==> src/rtl/rei_cnt_pkg.sv <==
package rei_cnt_pkg;

    localparam int OH_W   = 8;
    localparam int NIB_W  = 4;

    typedef enum logic {
        RATE_STS1 = 1'b0,
        RATE_STS3 = 1'b1
    } rate_e;

    typedef enum logic {
        ACC_PER_BIT   = 1'b0,
        ACC_PER_FRAME = 1'b1
    } acc_mode_e;

    typedef struct packed {
        logic            valid;
        logic [OH_W-1:0] amount;
    } incr_t;

    // Error value carried in the overhead byte for the selected rate.
    function automatic logic [OH_W-1:0] error_value(rate_e rate, logic [OH_W-1:0] b);
        logic [OH_W-1:0] v;
        if (rate == RATE_STS3) v = b;
        else                   v = {{(OH_W-NIB_W){1'b0}}, b[NIB_W-1:0]};
        return v;
    endfunction

    // Amount to add for one frame under the selected mode.
    function automatic logic [OH_W-1:0] frame_amount(acc_mode_e mode, logic [OH_W-1:0] ev);
        logic [OH_W-1:0] a;
        if (mode == ACC_PER_FRAME) a = (ev != '0) ? OH_W'(1) : '0;
        else                       a = ev;
        return a;
    endfunction

endpackage

==> src/rtl/rei_incr_decode.sv <==
module rei_incr_decode
    import rei_cnt_pkg::*;
(
    input  logic              frame_stb,
    input  logic [OH_W-1:0]   oh_byte,
    input  rate_e             rate,
    input  acc_mode_e         mode,
    output incr_t             incr
);
    logic [OH_W-1:0] ev;

    always_comb begin
        ev          = error_value(rate, oh_byte);
        incr.valid  = frame_stb;
        incr.amount = frame_stb ? frame_amount(mode, ev) : '0;
    end
endmodule

==> src/rtl/rei_sat_accum.sv <==
module rei_sat_accum
    import rei_cnt_pkg::*;
#(
    parameter int CNT_W = 32
) (
    input  logic             clk,
    input  logic             rst,
    input  incr_t            incr,
    input  logic             clr,
    output logic [CNT_W-1:0] cnt_q
);
    localparam logic [CNT_W-1:0] CNT_MAX = {CNT_W{1'b1}};

    logic [CNT_W:0]   sum;
    logic [CNT_W-1:0] base;
    logic [CNT_W-1:0] nxt;

    always_comb begin
        // A clearing read restarts from zero; a same-cycle frame still lands.
        base = clr ? '0 : cnt_q;
        sum  = {1'b0, base} + {{(CNT_W+1-OH_W){1'b0}}, incr.amount};
        if (!incr.valid)   nxt = base;
        else if (sum[CNT_W]) nxt = CNT_MAX;
        else               nxt = sum[CNT_W-1:0];
    end

    always_ff @(posedge clk) begin
        if (rst) cnt_q <= '0;
        else     cnt_q <= nxt;
    end
endmodule

==> src/rtl/rei_read_port.sv <==
module rei_read_port #(
    parameter int                CNT_W     = 32,
    parameter int                ADDR_W    = 16,
    parameter logic [ADDR_W-1:0] BASE_ADDR = 16'h0218
) (
    input  logic              clk,
    input  logic              rst,
    input  logic              rd_en,
    input  logic [ADDR_W-1:0] rd_addr,
    input  logic [CNT_W-1:0]  live_cnt,
    output logic              clr,
    output logic [CNT_W-1:0]  hold_q,
    output logic [7:0]        rd_data
);
    localparam int NUM_BYTES = CNT_W / 8;

    logic [ADDR_W-1:0] offs;
    logic [7:0]        lane_live [NUM_BYTES];
    logic [7:0]        lane_hold [NUM_BYTES];
    logic [7:0]        sel;

    // Lane k is byte k counted from the most significant end.
    for (genvar k = 0; k < NUM_BYTES; k++) begin : g_lane
        assign lane_live[k] = live_cnt[CNT_W-1-8*k -: 8];
        assign lane_hold[k] = hold_q[CNT_W-1-8*k -: 8];
    end

    always_comb begin
        offs = rd_addr - BASE_ADDR;
        clr  = rd_en && (offs == '0);
        sel  = '0;
        for (int k = 0; k < NUM_BYTES; k++) begin
            if (offs == ADDR_W'(k)) sel = (k == 0) ? lane_live[k] : lane_hold[k];
        end
    end

    always_ff @(posedge clk) begin
        if (rst) begin
            hold_q  <= '0;
            rd_data <= '0;
        end else begin
            if (clr)   hold_q  <= live_cnt;
            if (rd_en) rd_data <= sel;
        end
    end
endmodule

==> src/rtl/rei_line_counter.sv <==
module rei_line_counter
    import rei_cnt_pkg::*;
#(
    parameter int                CNT_W     = 32,
    parameter int                ADDR_W    = 16,
    parameter logic [ADDR_W-1:0] BASE_ADDR = 16'h0218
) (
    input  logic              clk,
    input  logic              rst,
    input  logic              frame_stb,
    input  logic [7:0]        oh_byte,
    input  logic              rate_sel,
    input  logic              mode_sel,
    input  logic              rd_en,
    input  logic [ADDR_W-1:0] rd_addr,
    output logic [7:0]        rd_data
);
    incr_t            incr;
    logic             clr;
    logic [CNT_W-1:0] live_cnt;
    logic [CNT_W-1:0] hold_cnt;

    rei_incr_decode u_dec (
        .frame_stb (frame_stb),
        .oh_byte   (oh_byte),
        .rate      (rate_e'(rate_sel)),
        .mode      (acc_mode_e'(mode_sel)),
        .incr      (incr)
    );

    rei_sat_accum #(.CNT_W(CNT_W)) u_acc (
        .clk   (clk),
        .rst   (rst),
        .incr  (incr),
        .clr   (clr),
        .cnt_q (live_cnt)
    );

    rei_read_port #(.CNT_W(CNT_W), .ADDR_W(ADDR_W), .BASE_ADDR(BASE_ADDR)) u_rd (
        .clk      (clk),
        .rst      (rst),
        .rd_en    (rd_en),
        .rd_addr  (rd_addr),
        .live_cnt (live_cnt),
        .clr      (clr),
        .hold_q   (hold_cnt),
        .rd_data  (rd_data)
    );
endmodule

==> config.mk <==
export PLATFORM = sky130hd
export DESIGN_NAME = rei_line_counter
export DESIGN_NICKNAME = d
export VERILOG_FILES = /design/src/rtl/rei_cnt_pkg.sv /design/src/rtl/rei_incr_decode.sv /design/src/rtl/rei_sat_accum.sv /design/src/rtl/rei_read_port.sv /design/src/rtl/rei_line_counter.sv
export SDC_FILE = /design/constraint.sdc
export NUM_CORES = 1
export LEC_CHECK = 0
export BUFFER_PORTS_ARGS = -buffer_cell sky130_fd_sc_hd__buf_2
export CAP_MARGIN = 5
export CORE_MARGIN = 2
export CORE_UTILIZATION = 46
export CTS_BUF_LIST = sky130_fd_sc_hd__clkbuf_8 sky130_fd_sc_hd__clkbuf_16
export CTS_CLUSTER_DIAMETER = 80
export CTS_CLUSTER_SIZE = 14
export DETAILED_ROUTE_END_ITERATION = 8
export HOLD_SLACK_MARGIN = 0.06
export PLACE_DENSITY_LB_ADDON = 0.08
export SLEW_MARGIN = 20
export SYNTH_ARGS = -nofsm -noshare
export SYNTH_HDL_FRONTEND = slang
export SYNTH_SLANG_ARGS = --single-unit
==> constraint.sdc <==
create_clock -name clk -period 5.1 [get_ports clk]
set_clock_uncertainty 0.15 [all_clocks]
set_input_delay 1.02 -clock clk [delete_from_list [all_inputs] [get_ports clk]]
set_output_delay 1.02 -clock clk [all_outputs]
set_load 0.01 [all_outputs]
==> metrics.cfg, run 1 <==
[power]
ir_worst_vdd_mv = 0.156
power_mw = 1.07
leakage_nw = 1.59
powerDensity_nw_per_um2 = 245

[sta]
rsz0062_at_grt = false
timing.fmax_ghz = 0.209
fin_crit_sh_pct = 93.7
hold_violations = 0
drv_slew = 0
finalSetupViolations = 0
worst_pin_slew_ns = 0.946
min_period_ns = 4.78
finalSetupTns_ns = 0
slew-limit-headroom_pct = 36.8

[logic_synthesis]
syn-num-nets = 501
yosysWarnings = 0
yosysUniqueCellTypes = 62
async_reset_ff_share_pct = 0
synth_area_um2 = 3780
syn_avg_cell_area_um2 = 8.19
dominantRegCellSynth = dfxtp_1
synth_seq_cells = 64
synth_area_leaders = dfxtp_1, nand2_1, a21oi_1
syn_inst = 461
yosysTopAreaCell = dfxtp_1
synth_top_area_share_pct = 33.9
synth-edff-count = 0
seq_area_frac_synth_pct = 33.9

[routing]
ant_nets = 0
drt_wl_total_um = 10500
route.met3.wl_um = 521
initialDrtViolationCount = 274
vias = 3553
first_pass_iters = 5
wl_per_cell_um = 17.1
routed.top_layer = met4
viasPerCell = 5.79
drt-met1-wl_um = 4960
met2_length_um = 4750
drc = 0

[placed_design]
dp_hpwl_um = 7640
port_buffers = 37
placed_area_um2 = 4160
globalplace.congestion = 0.918

[clock_network]
clockRootBuffer = clkbuf_8
cts_resized = 0
clkSinkCount = 64
cts_tree = yes
cts_setup_buffers = 0
cts_inserted_buffers = 9
cts.hold.buffers_added = 0
clk_latency_ns = 0.35
htree_num_levels = 3
clk_pin_slew_worst_paths_ns = 0.07
cts_buffer_depth = 2

[critical_path]
cp-end-kind = flip-flop
start_kind = primary input
startpoint = rd_addr[7]
cp_max_fo = 10
r2r-start = u_acc.cnt_q[0]
critical_path_class = primary input to flip-flop
crit_arrival_ns = 4.84
crit_required_ns = 5.16

[cells_and_area]
final_cell_mix = nand2_1, dfxtp_1, a21oi_1
multi_input_area_um2 = 2370
diodes = 0
area_delta_synth_final_pct = 15.5
utilization_pct = 53.9
final-seq-area_um2 = 1280
n_fill_cell = 812
final_common_cell = nand2_1
drive_gt1_share_pct = 19.6
final_nets = 544
stdcell_area_um2 = 4360

[worst_hold_path]
hold_path_class = flip-flop to flip-flop
hp-start = u_rd.hold_q[12]

[grt]
grt-ovfl-total = 0
grt_usage_pct = 24.4
antenna_found_initial = 0
grt_max_degree = 59
first_global_vias = 3365
grt_first_pass_wirelength_um = 16800

[floorplanning]
core_um2 = 8090
die_h_um = 94.6
num_io_pins = 38
start_util_pct = 46.7
dieArea_um2 = 8950
fp.dieW_um = 94.6
fp-row-count = 33

[flow_run]
maxCapViolCount = 0

[outcome]
status = completed

-- cell usage after synthesis, types with 3 or more instances --
| cell type | instances |
|---|---|
| nor2_1 | 37 |
| or2_2 | 3 |
| o2111ai_1 | 5 |
| nand3b_1 | 3 |
| ha_1 | 9 |
| o21a_1 | 3 |
| nor2b_1 | 11 |
| nor4b_1 | 4 |
| dfxtp_1 | 64 |
| o21ai_0 | 13 |
| mux4_2 | 8 |
| nor3b_1 | 4 |
| xor2_1 | 11 |
| nand4_1 | 5 |
| clkbuf_1 | 15 |
| nor3_1 | 13 |
| a311oi_1 | 7 |
| inv_1 | 4 |
| xnor2_1 | 14 |
| buf_2 | 7 |
| and2_1 | 12 |
| o21ai_1 | 3 |
| and3_1 | 15 |
| nand2b_1 | 4 |
| nor4_1 | 12 |
| nand3_1 | 10 |
| a21oi_1 | 46 |
| nand2_1 | 74 |
| or3_1 | 3 |
-- area by class of cell --
class	instances	area share, %
inverters	4	0.344
multi-input cells	366	54.2
repair buffers	59	8.32
flip-flops and latches	64	29.4
clock buffers	10	3.16
clock inverters	6	1.55
well taps	105	3.01
-- state kept, by name (all words and copies together), names as in the netlist --
register / count
u_rd.hold_q: 24
u_acc.cnt_q: 32
u_rd.rd_data: 8
-- routing by layer --
metal	vias to the layer above	global-route usage [%]
li1	1752	-
met1	1667	33.9
met2	111	38.4
met3	23	3.99
met4	0	8.33
met5	-	0
-- worst paths after layout --
check        slack, ns              end  cells past startpoint
max               0.32  u_acc.cnt_q[22]                     15
max reg2reg       2.36  u_acc.cnt_q[22]                     10
min reg2reg       0.30  u_rd.hold_q[12]                      2
min               0.30  u_rd.hold_q[12]                      2
-- metrics by stage --
step / setup WS (ns) / instances / hold slack [ns]
after global placement: 0.0556 / 598 / 0.288
after CTS: 0.337 / 614 / 0.306
after global routing: 0.149 / 614 / 0.316
after floorplan: 0.0442 / 461 / 0.277
after detailed placement: -0.00888 / 598 / 0.295
final: 0.320 / 614 / 0.303
-- logic make-up after synthesis --
kind of cell | share of synthesized area, %
and+or+nand+nor | 30.7
muxes | 5.30
buffers and inverters | 3.74
AOI/OAI and AO/OA | 17.0
adders and majority gates | 3.51
DFF | 33.9
xor gates and xnor gates | 5.80
-- where the power goes --
part,leakage (nW),switching (mW),internal (mW),total [mW]
clock network,0.0989,0.218,0.241,0.459
registers,0.517,0.00399,0.504,0.508
logic,0.973,0.0568,0.0434,0.100
-- worst max-delay path, cell delays in order --
cell	delay (ns)
buf_2	0.12
or4_4	0.52
o32ai_2	0.28
or2_2	0.19
or4b_4	0.55
and2_4	0.20
ha_1	0.20
fa_1	0.40
a21o_1	0.22
a221o_1	0.38
o2111ai_1	0.21
nor2_1	0.10
nand2b_1	0.10
nor4b_1	0.25
nor3_1	0.09
Note: power is estimated with default switching activity, not from simulation.
==> run 2: changes to the inputs <==
CORE_MARGIN = unset   (was 2)
CTS_BUF_LIST = sky130_fd_sc_hd__clkbuf_2 sky130_fd_sc_hd__clkbuf_4 sky130_fd_sc_hd__clkbuf_8   (was sky130_fd_sc_hd__clkbuf_8 sky130_fd_sc_hd__clkbuf_16)
clock period = 5.3 ns   (was 5.1 ns; I/O delays follow)
==> metrics.cfg, run 2 (synthesis gave the netlist of run 1 again) <==
[placed_design]
dp_cells = 582  ; was 598
port_buffers = 37  ; unchanged
dp_hpwl_um = 7420  ; was 7640 um
globalplace.congestion = 0.880  ; was 0.918

[sta]
whs_ns = 0.300  ; was 0.303 ns
slew-limit-headroom_pct = 27.6  ; was 36.8%
hold_violations = 0  ; unchanged
rsz0062_at_grt = false  ; unchanged
min_period_ns = 4.88
drv_slew = 0  ; unchanged
worst_pin_slew_ns = 1.09  ; was 0.946 ns
finalSetupViolations = 0  ; unchanged
fin_crit_sh_pct = 92.1
timing.fmax_ghz = 0.205
finalSetupTns_ns = 0  ; unchanged

[critical_path]
slowest_stage = or4_4  ; was or4b_4
crit_arrival_ns = 4.97  ; was 4.84 ns
crit_family = simple AND/OR/NAND/NOR gates  ; unchanged
path_cells = buf_2, or4_4, o32ai_2, or2_2, or4b_4, and2_4, ha_1, fa_1, a21o_1, a221o_1, o2111ai_1, nor2_1, nand2b_1, buf_4, and3_1, nor3_1  ; was buf_2, or4_4, o32ai_2, or2_2, or4b_4, and2_4, ha_1, fa_1, a21o_1, a221o_1, o2111ai_1, nor2_1, nand2b_1, nor4b_1, nor3_1
start_kind = primary input  ; unchanged
r2r-end = u_acc.cnt_q[25]  ; was u_acc.cnt_q[22]
reg2reg_setup_slack_ns = 2.58  ; was 2.36 ns
cp-end-kind = flip-flop  ; unchanged
critical_path_class = primary input to flip-flop  ; unchanged
cp_max_fo = 9  ; was 10
crit_required_ns = 5.39  ; was 5.16 ns
r2r_cells = 11  ; was 10
path_buf_inv = 2  ; was 1
r2r-start = u_acc.cnt_q[0]  ; unchanged
critPathMaxStageDelay_ns = 0.57  ; was 0.55 ns

[power]
leakage_nw = 1.54  ; was 1.59 nW
swShare_pct = 25.6  ; was 26.2%
p_clk_share_pct = 45.6  ; was 43.0%
power_mw = 1.07  ; about the same
ir_worst_vdd_mv = 0.181  ; was 0.156 mV
seq_power_share_pct = 45.9  ; was 47.6%
combPwrFrac_pct = 8.6  ; was 9.4%
p_int_uw = 793  ; was 788 uW
p_sw_uw = 273  ; was 279 uW
powerDensity_nw_per_um2 = 249  ; was 245 nW/um^2

[grt]
grt-ovfl-total = 0  ; unchanged
first_global_vias = 3341  ; was 3365
antenna_found_initial = 0  ; unchanged
grt_first_pass_wirelength_um = 16500  ; was 16800 um
grt_usage_pct = 25.0  ; was 24.4%
grt_max_degree = 59  ; unchanged

[cells_and_area]
final_cell_mix = nand2_1, dfxtp_1, a21oi_1  ; unchanged
final_common_cell = nand2_1  ; unchanged
largest_register_ffs = 32  ; unchanged
top_register = u_acc.cnt_q  ; unchanged
final_cells = 598  ; was 614
area_delta_synth_final_pct = 13.3  ; was 15.5%
utilization_pct = 54.5  ; was 53.9%
diodes = 0  ; unchanged
final_nets = 531  ; was 544
drive_gt1_share_pct = 17.3  ; was 19.6%
n_fill_cell = 757  ; was 812
top_regs = u_acc.cnt_q: 32 flops, u_rd.hold_q: 24 flops, u_rd.rd_data: 8 flops  ; unchanged

[routing]
drc = 0  ; unchanged
vias = 3543  ; was 3553
viasPerCell = 5.92  ; was 5.79
wl_per_cell_um = 16.8  ; was 17.1 um
drt_wl_total_um = 10000  ; was 10500 um
first_pass_iters = 4  ; was 5
initialDrtViolationCount = 240  ; was 274
ant_nets = 0  ; unchanged

[clock_network]
cts_buffer_depth = 2  ; unchanged
clk_latency_ns = 0.36  ; was 0.35 ns
cts_resized = 0  ; unchanged
cts_inserted_buffers = 9  ; unchanged
cts_setup_buffers = 0  ; unchanged
cts_tree = yes  ; unchanged
clk_pin_slew_worst_paths_ns = 0.08  ; was 0.07 ns
clockRootBuffer = clkbuf_8  ; unchanged
clkSinkCount = 64  ; unchanged
htree_num_levels = 3  ; unchanged
cts.hold.buffers_added = 0  ; unchanged

[worst_hold_path]
hold_end = u_rd.hold_q[11]  ; was u_rd.hold_q[12]
worstHoldPathCells = 2  ; unchanged
hold_path_class = flip-flop to flip-flop  ; unchanged
hp-start = u_rd.hold_q[11]  ; was u_rd.hold_q[12]

[floorplanning]
core_um2 = 7850  ; was 8090 um^2
die_h_um = 92.6  ; was 94.6 um
fp-row-count = 32  ; was 33
dieArea_um2 = 8580  ; was 8950 um^2
fp.dieW_um = 92.6  ; was 94.6 um
start_util_pct = 48.1  ; was 46.7%
num_io_pins = 38  ; unchanged

[outcome]
status = completed  ; unchanged

[flow_run]
maxCapViolCount = 0  ; unchanged

run 2: cell types whose count changed in the layout (fill, tap and decap cells not counted):
| cell | delta |
|---|---|
| bufinv_16 | +1 |
| o21bai_1 | +1 |
| clkinv_2 | -1 |
| o21bai_2 | -1 |
| inv_6 | +2 |
| clkbuf_8 | -1 |
| buf_4 | -13 |
| clkinv_4 | -1 |
run 2: through the flow:
stage	cell area [um^2]	worst slack, ns
3_3_place_gp	4050	0.135
3_5_place_dp	4050	0.0606
2_1_floorplan	3780	0.145
6_report	4280	0.419
4_1_cts	4280	0.434
5_1_grt	4280	0.147
run 2: routing by layer:
metal	vias up	routed length, um	global-route usage (%)
li1	1729	-	-
met1	1693	4500	31.0
met2	100	4820	42.2
met3	21	522	5.34
met4	0	202	10.0
met5	-	0	0
run 2: cell type report:
type / instances / area, um^2 / share of cell area [%]
tap: 102 / 128 / 2.98
sequential: 64 / 1280 / 30.0
timing repair buffer: 46 / 265 / 6.20
inverter: 4 / 15.0 / 0.351
clock inverter: 7 / 101 / 2.37
multi-input combinational: 366 / 2360 / 55.2
clock buffer: 9 / 124 / 2.90
run 2: worst register-to-register path, stage by stage (launching register included):
cell       delay (ns)
dfxtp_1          0.32
and2_4           0.14
ha_1             0.22
fa_1             0.41
a21o_1           0.22
a221o_1          0.37
o2111ai_1        0.23
nor2_1           0.10
nand2b_1         0.09
buf_4            0.16
and3_1           0.15
nor3_1           0.04
run 2: worst max path at each step:
stage                                  to  cells past startpoint  startpoint
after global routing      u_acc.cnt_q[22]                     16  rd_addr[3]
after detailed placement  u_acc.cnt_q[22]                     15  rd_addr[8]
after floorplan           u_acc.cnt_q[14]                     16  rd_addr[8]
final                     u_acc.cnt_q[25]                     16  rd_addr[8]
after CTS                 u_acc.cnt_q[22]                     15  rd_addr[8]
after global placement    u_acc.cnt_q[25]                     16  rd_addr[8]
run 2: power groups by stage:
stage               clock network (mW)  logic, mW  registers, mW
floorplan                            0     0.0616          0.498
global placement                     0     0.0894          0.500
detailed placement                   0     0.0907          0.500
CTS                              0.490     0.0912          0.489
global route                     0.510      0.101          0.489
finish                           0.486     0.0913          0.488
==> run 3: changes to the inputs <==
SYNTH_HIERARCHICAL = 1   (was unset)
==> metrics.cfg, run 3 <==
[cells_and_area]
utilization_pct = 54.0  ; was 54.5%
n_fill_cell = 729  ; was 757
diodes = 0  ; unchanged
multi_input_area_um2 = 2350  ; was 2360 um^2
final_nets = 469  ; was 531
largest_register_ffs = 32  ; unchanged
top_regs = u_acc/cnt_q: 32 flops, u_rd/hold_q: 24 flops, u_rd/rd_data: 8 flops  ; was u_acc.cnt_q: 32 flops, u_rd.hold_q: 24 flops, u_rd.rd_data: 8 flops
area_delta_synth_final_pct = 11.6  ; was 13.3%
final_common_cell = dfxtp_1  ; was nand2_1
final-seq-area_um2 = 1280  ; unchanged
final_cell_mix = dfxtp_1, nor2_1, buf_2  ; was nand2_1, dfxtp_1, a21oi_1
top_register = u_acc/cnt_q  ; was u_acc.cnt_q
drive_gt1_share_pct = 24.2  ; was 17.3%

[critical_path]
crit_arrival_ns = 4.22  ; was 4.97 ns
path_cells = buf_2, ha_1, nor4_4, nand2_1, a211oi_2, buf_4, nor2b_1, ha_1, fa_1, a21o_1, a221oi_4, o22ai_4, and4_4, a21oi_1, nor3_2  ; was buf_2, or4_4, o32ai_2, or2_2, or4b_4, and2_4, ha_1, fa_1, a21o_1, a221o_1, o2111ai_1, nor2_1, nand2b_1, buf_4, and3_1, nor3_1
critPathMaxStageDelay_ns = 0.40  ; was 0.57 ns
crit_family = compound AO/OA/AOI/OAI gates  ; was simple AND/OR/NAND/NOR gates
crit_required_ns = 5.35  ; was 5.39 ns
path_buf_inv = 2  ; unchanged
cp-end-kind = flip-flop  ; unchanged
critical_path_class = primary input to flip-flop  ; unchanged
start_kind = primary input  ; unchanged
slowest_stage = fa_1  ; was or4_4
cpMostUsedCell = ha_1
cp_max_fo = 9  ; unchanged

[floorplanning]
fp-row-count = 32  ; unchanged
num_io_pins = 38  ; unchanged
start_util_pct = 48.4  ; was 48.1%
dieArea_um2 = 8670  ; was 8580 um^2
fp.dieW_um = 93.1  ; was 92.6 um
core_um2 = 7890  ; was 7850 um^2
die_h_um = 93.1  ; was 92.6 um

[logic_synthesis]
yosysWarnings = 6  ; was 0
syn_inst = 402  ; was 461
synth_area_um2 = 3820  ; was 3780 um^2
syn_avg_cell_area_um2 = 9.50  ; was 8.19 um^2
syn-num-nets = 442  ; was 501

[clock_network]
cts.hold.buffers_added = 0  ; unchanged
cts_resized = 0  ; unchanged
clkSinkCount = 64  ; unchanged
cts_inserted_buffers = 9  ; unchanged
cts_buffer_depth = 2  ; unchanged
clk_pin_slew_worst_paths_ns = 0.07  ; was 0.08 ns
clockRootBuffer = clkbuf_8  ; unchanged
cts_tree = yes  ; unchanged
htree_num_levels = 3  ; unchanged
cts_setup_buffers = 0  ; unchanged
clk_latency_ns = 0.35  ; was 0.36 ns

[routing]
vias = 3043  ; was 3543
wl_per_cell_um = 17.1  ; was 16.8 um
ant_nets = 0  ; unchanged
first_pass_iters = 4  ; unchanged
initialDrtViolationCount = 162  ; was 240
drc = 0  ; unchanged
drt_wl_total_um = 9160  ; was 10000 um
viasPerCell = 5.68  ; was 5.92

[power]
leakage_nw = 1.62  ; was 1.54 nW
power_mw = 1.09  ; was 1.07 mW
powerDensity_nw_per_um2 = 256  ; was 249 nW/um^2
ir_worst_vdd_mv = 0.128  ; was 0.181 mV

[flow_run]
maxCapViolCount = 0  ; unchanged

[sta]
worst_pin_slew_ns = 0.788  ; was 1.09 ns
timing.fmax_ghz = 0.240  ; was 0.205 GHz
min_period_ns = 4.16  ; was 4.88 ns
drv_slew = 0  ; unchanged
finalSetupTns_ns = 0  ; unchanged
hold_violations = 0  ; unchanged
fin_crit_sh_pct = 78.5  ; was 92.1%
slew-limit-headroom_pct = 47.5  ; was 27.6%
finalSetupViolations = 0  ; unchanged
rsz0062_at_grt = false  ; unchanged

[grt]
grt_first_pass_wirelength_um = 14900  ; was 16500 um
grt_max_degree = 40  ; was 59
grt-ovfl-total = 0  ; unchanged
grt_usage_pct = 22.7  ; was 25.0%
first_global_vias = 2893  ; was 3341
antenna_found_initial = 0  ; unchanged

[placed_design]
dp_hpwl_um = 6530  ; was 7420 um
port_buffers = 37  ; unchanged
globalplace.congestion = 0.809  ; was 0.880

[outcome]
status = completed  ; unchanged

[worst_hold_path]
hold_path_class = flip-flop to flip-flop  ; unchanged

-- run 3: tightest hold or removal path, stage by stage (launching register included) --
cell	delay, ns
dfxtp_1	0.33
mux2i_1	0.06
nor2_1	0.07
-- run 3: stage by stage --
stage	hold slack [ns]	instance area [um^2]	setup slack (ns)	instances
after floorplan	0.305	3820	0.857	402
after global placement	0.319	4010	0.849	520
after detailed placement	0.323	4010	0.793	520
after CTS	0.340	4260	1.16	536
after global routing	0.374	4260	0.915	536
final	0.342	4260	1.14	536
-- run 3: final cells by class --
class                   count  share of cell area, %
clock buffers              11                   3.41
clock inverters             5                   2.44
inverters                   8                  0.705
multi-input cells         304                   55.2
flip-flops and latches     64                   30.1
well taps                 102                   2.99
repair buffers             42                   5.23
-- run 3: per-layer routing --
metal,up-vias,GRT usage [%],wire (um)
li1,1496,-,-
met1,1472,29.1,4270
met2,62,37.9,4430
met3,13,3.98,271
met4,0,8.59,188
met5,-,0,0
-- run 3: worst paths after layout --
| kind | from | to | slack [ns] | cells after the start |
|---|---|---|---|---|
| setup / recovery | rd_addr[3] | u_acc/cnt_q[24] | 1.14 | 15 |
| hold / removal | u_rd/hold_q[4] | u_rd/hold_q[4] | 0.34 | 2 |
| setup reg to reg | u_acc/cnt_q[7] | u_acc/cnt_q[23] | 2.54 | 7 |
| hold reg to reg | u_rd/hold_q[4] | u_rd/hold_q[4] | 0.34 | 2 |
-- run 3: report_power, final --
| group | switching, mW | internal (mW) | leakage (nW) |
|---|---|---|---|
| logic | 0.0511 | 0.0321 | 0.973 |
| registers | 0.00369 | 0.486 | 0.517 |
| clock network | 0.188 | 0.331 | 0.127 |
| total | 0.243 | 0.848 | 1.62 |
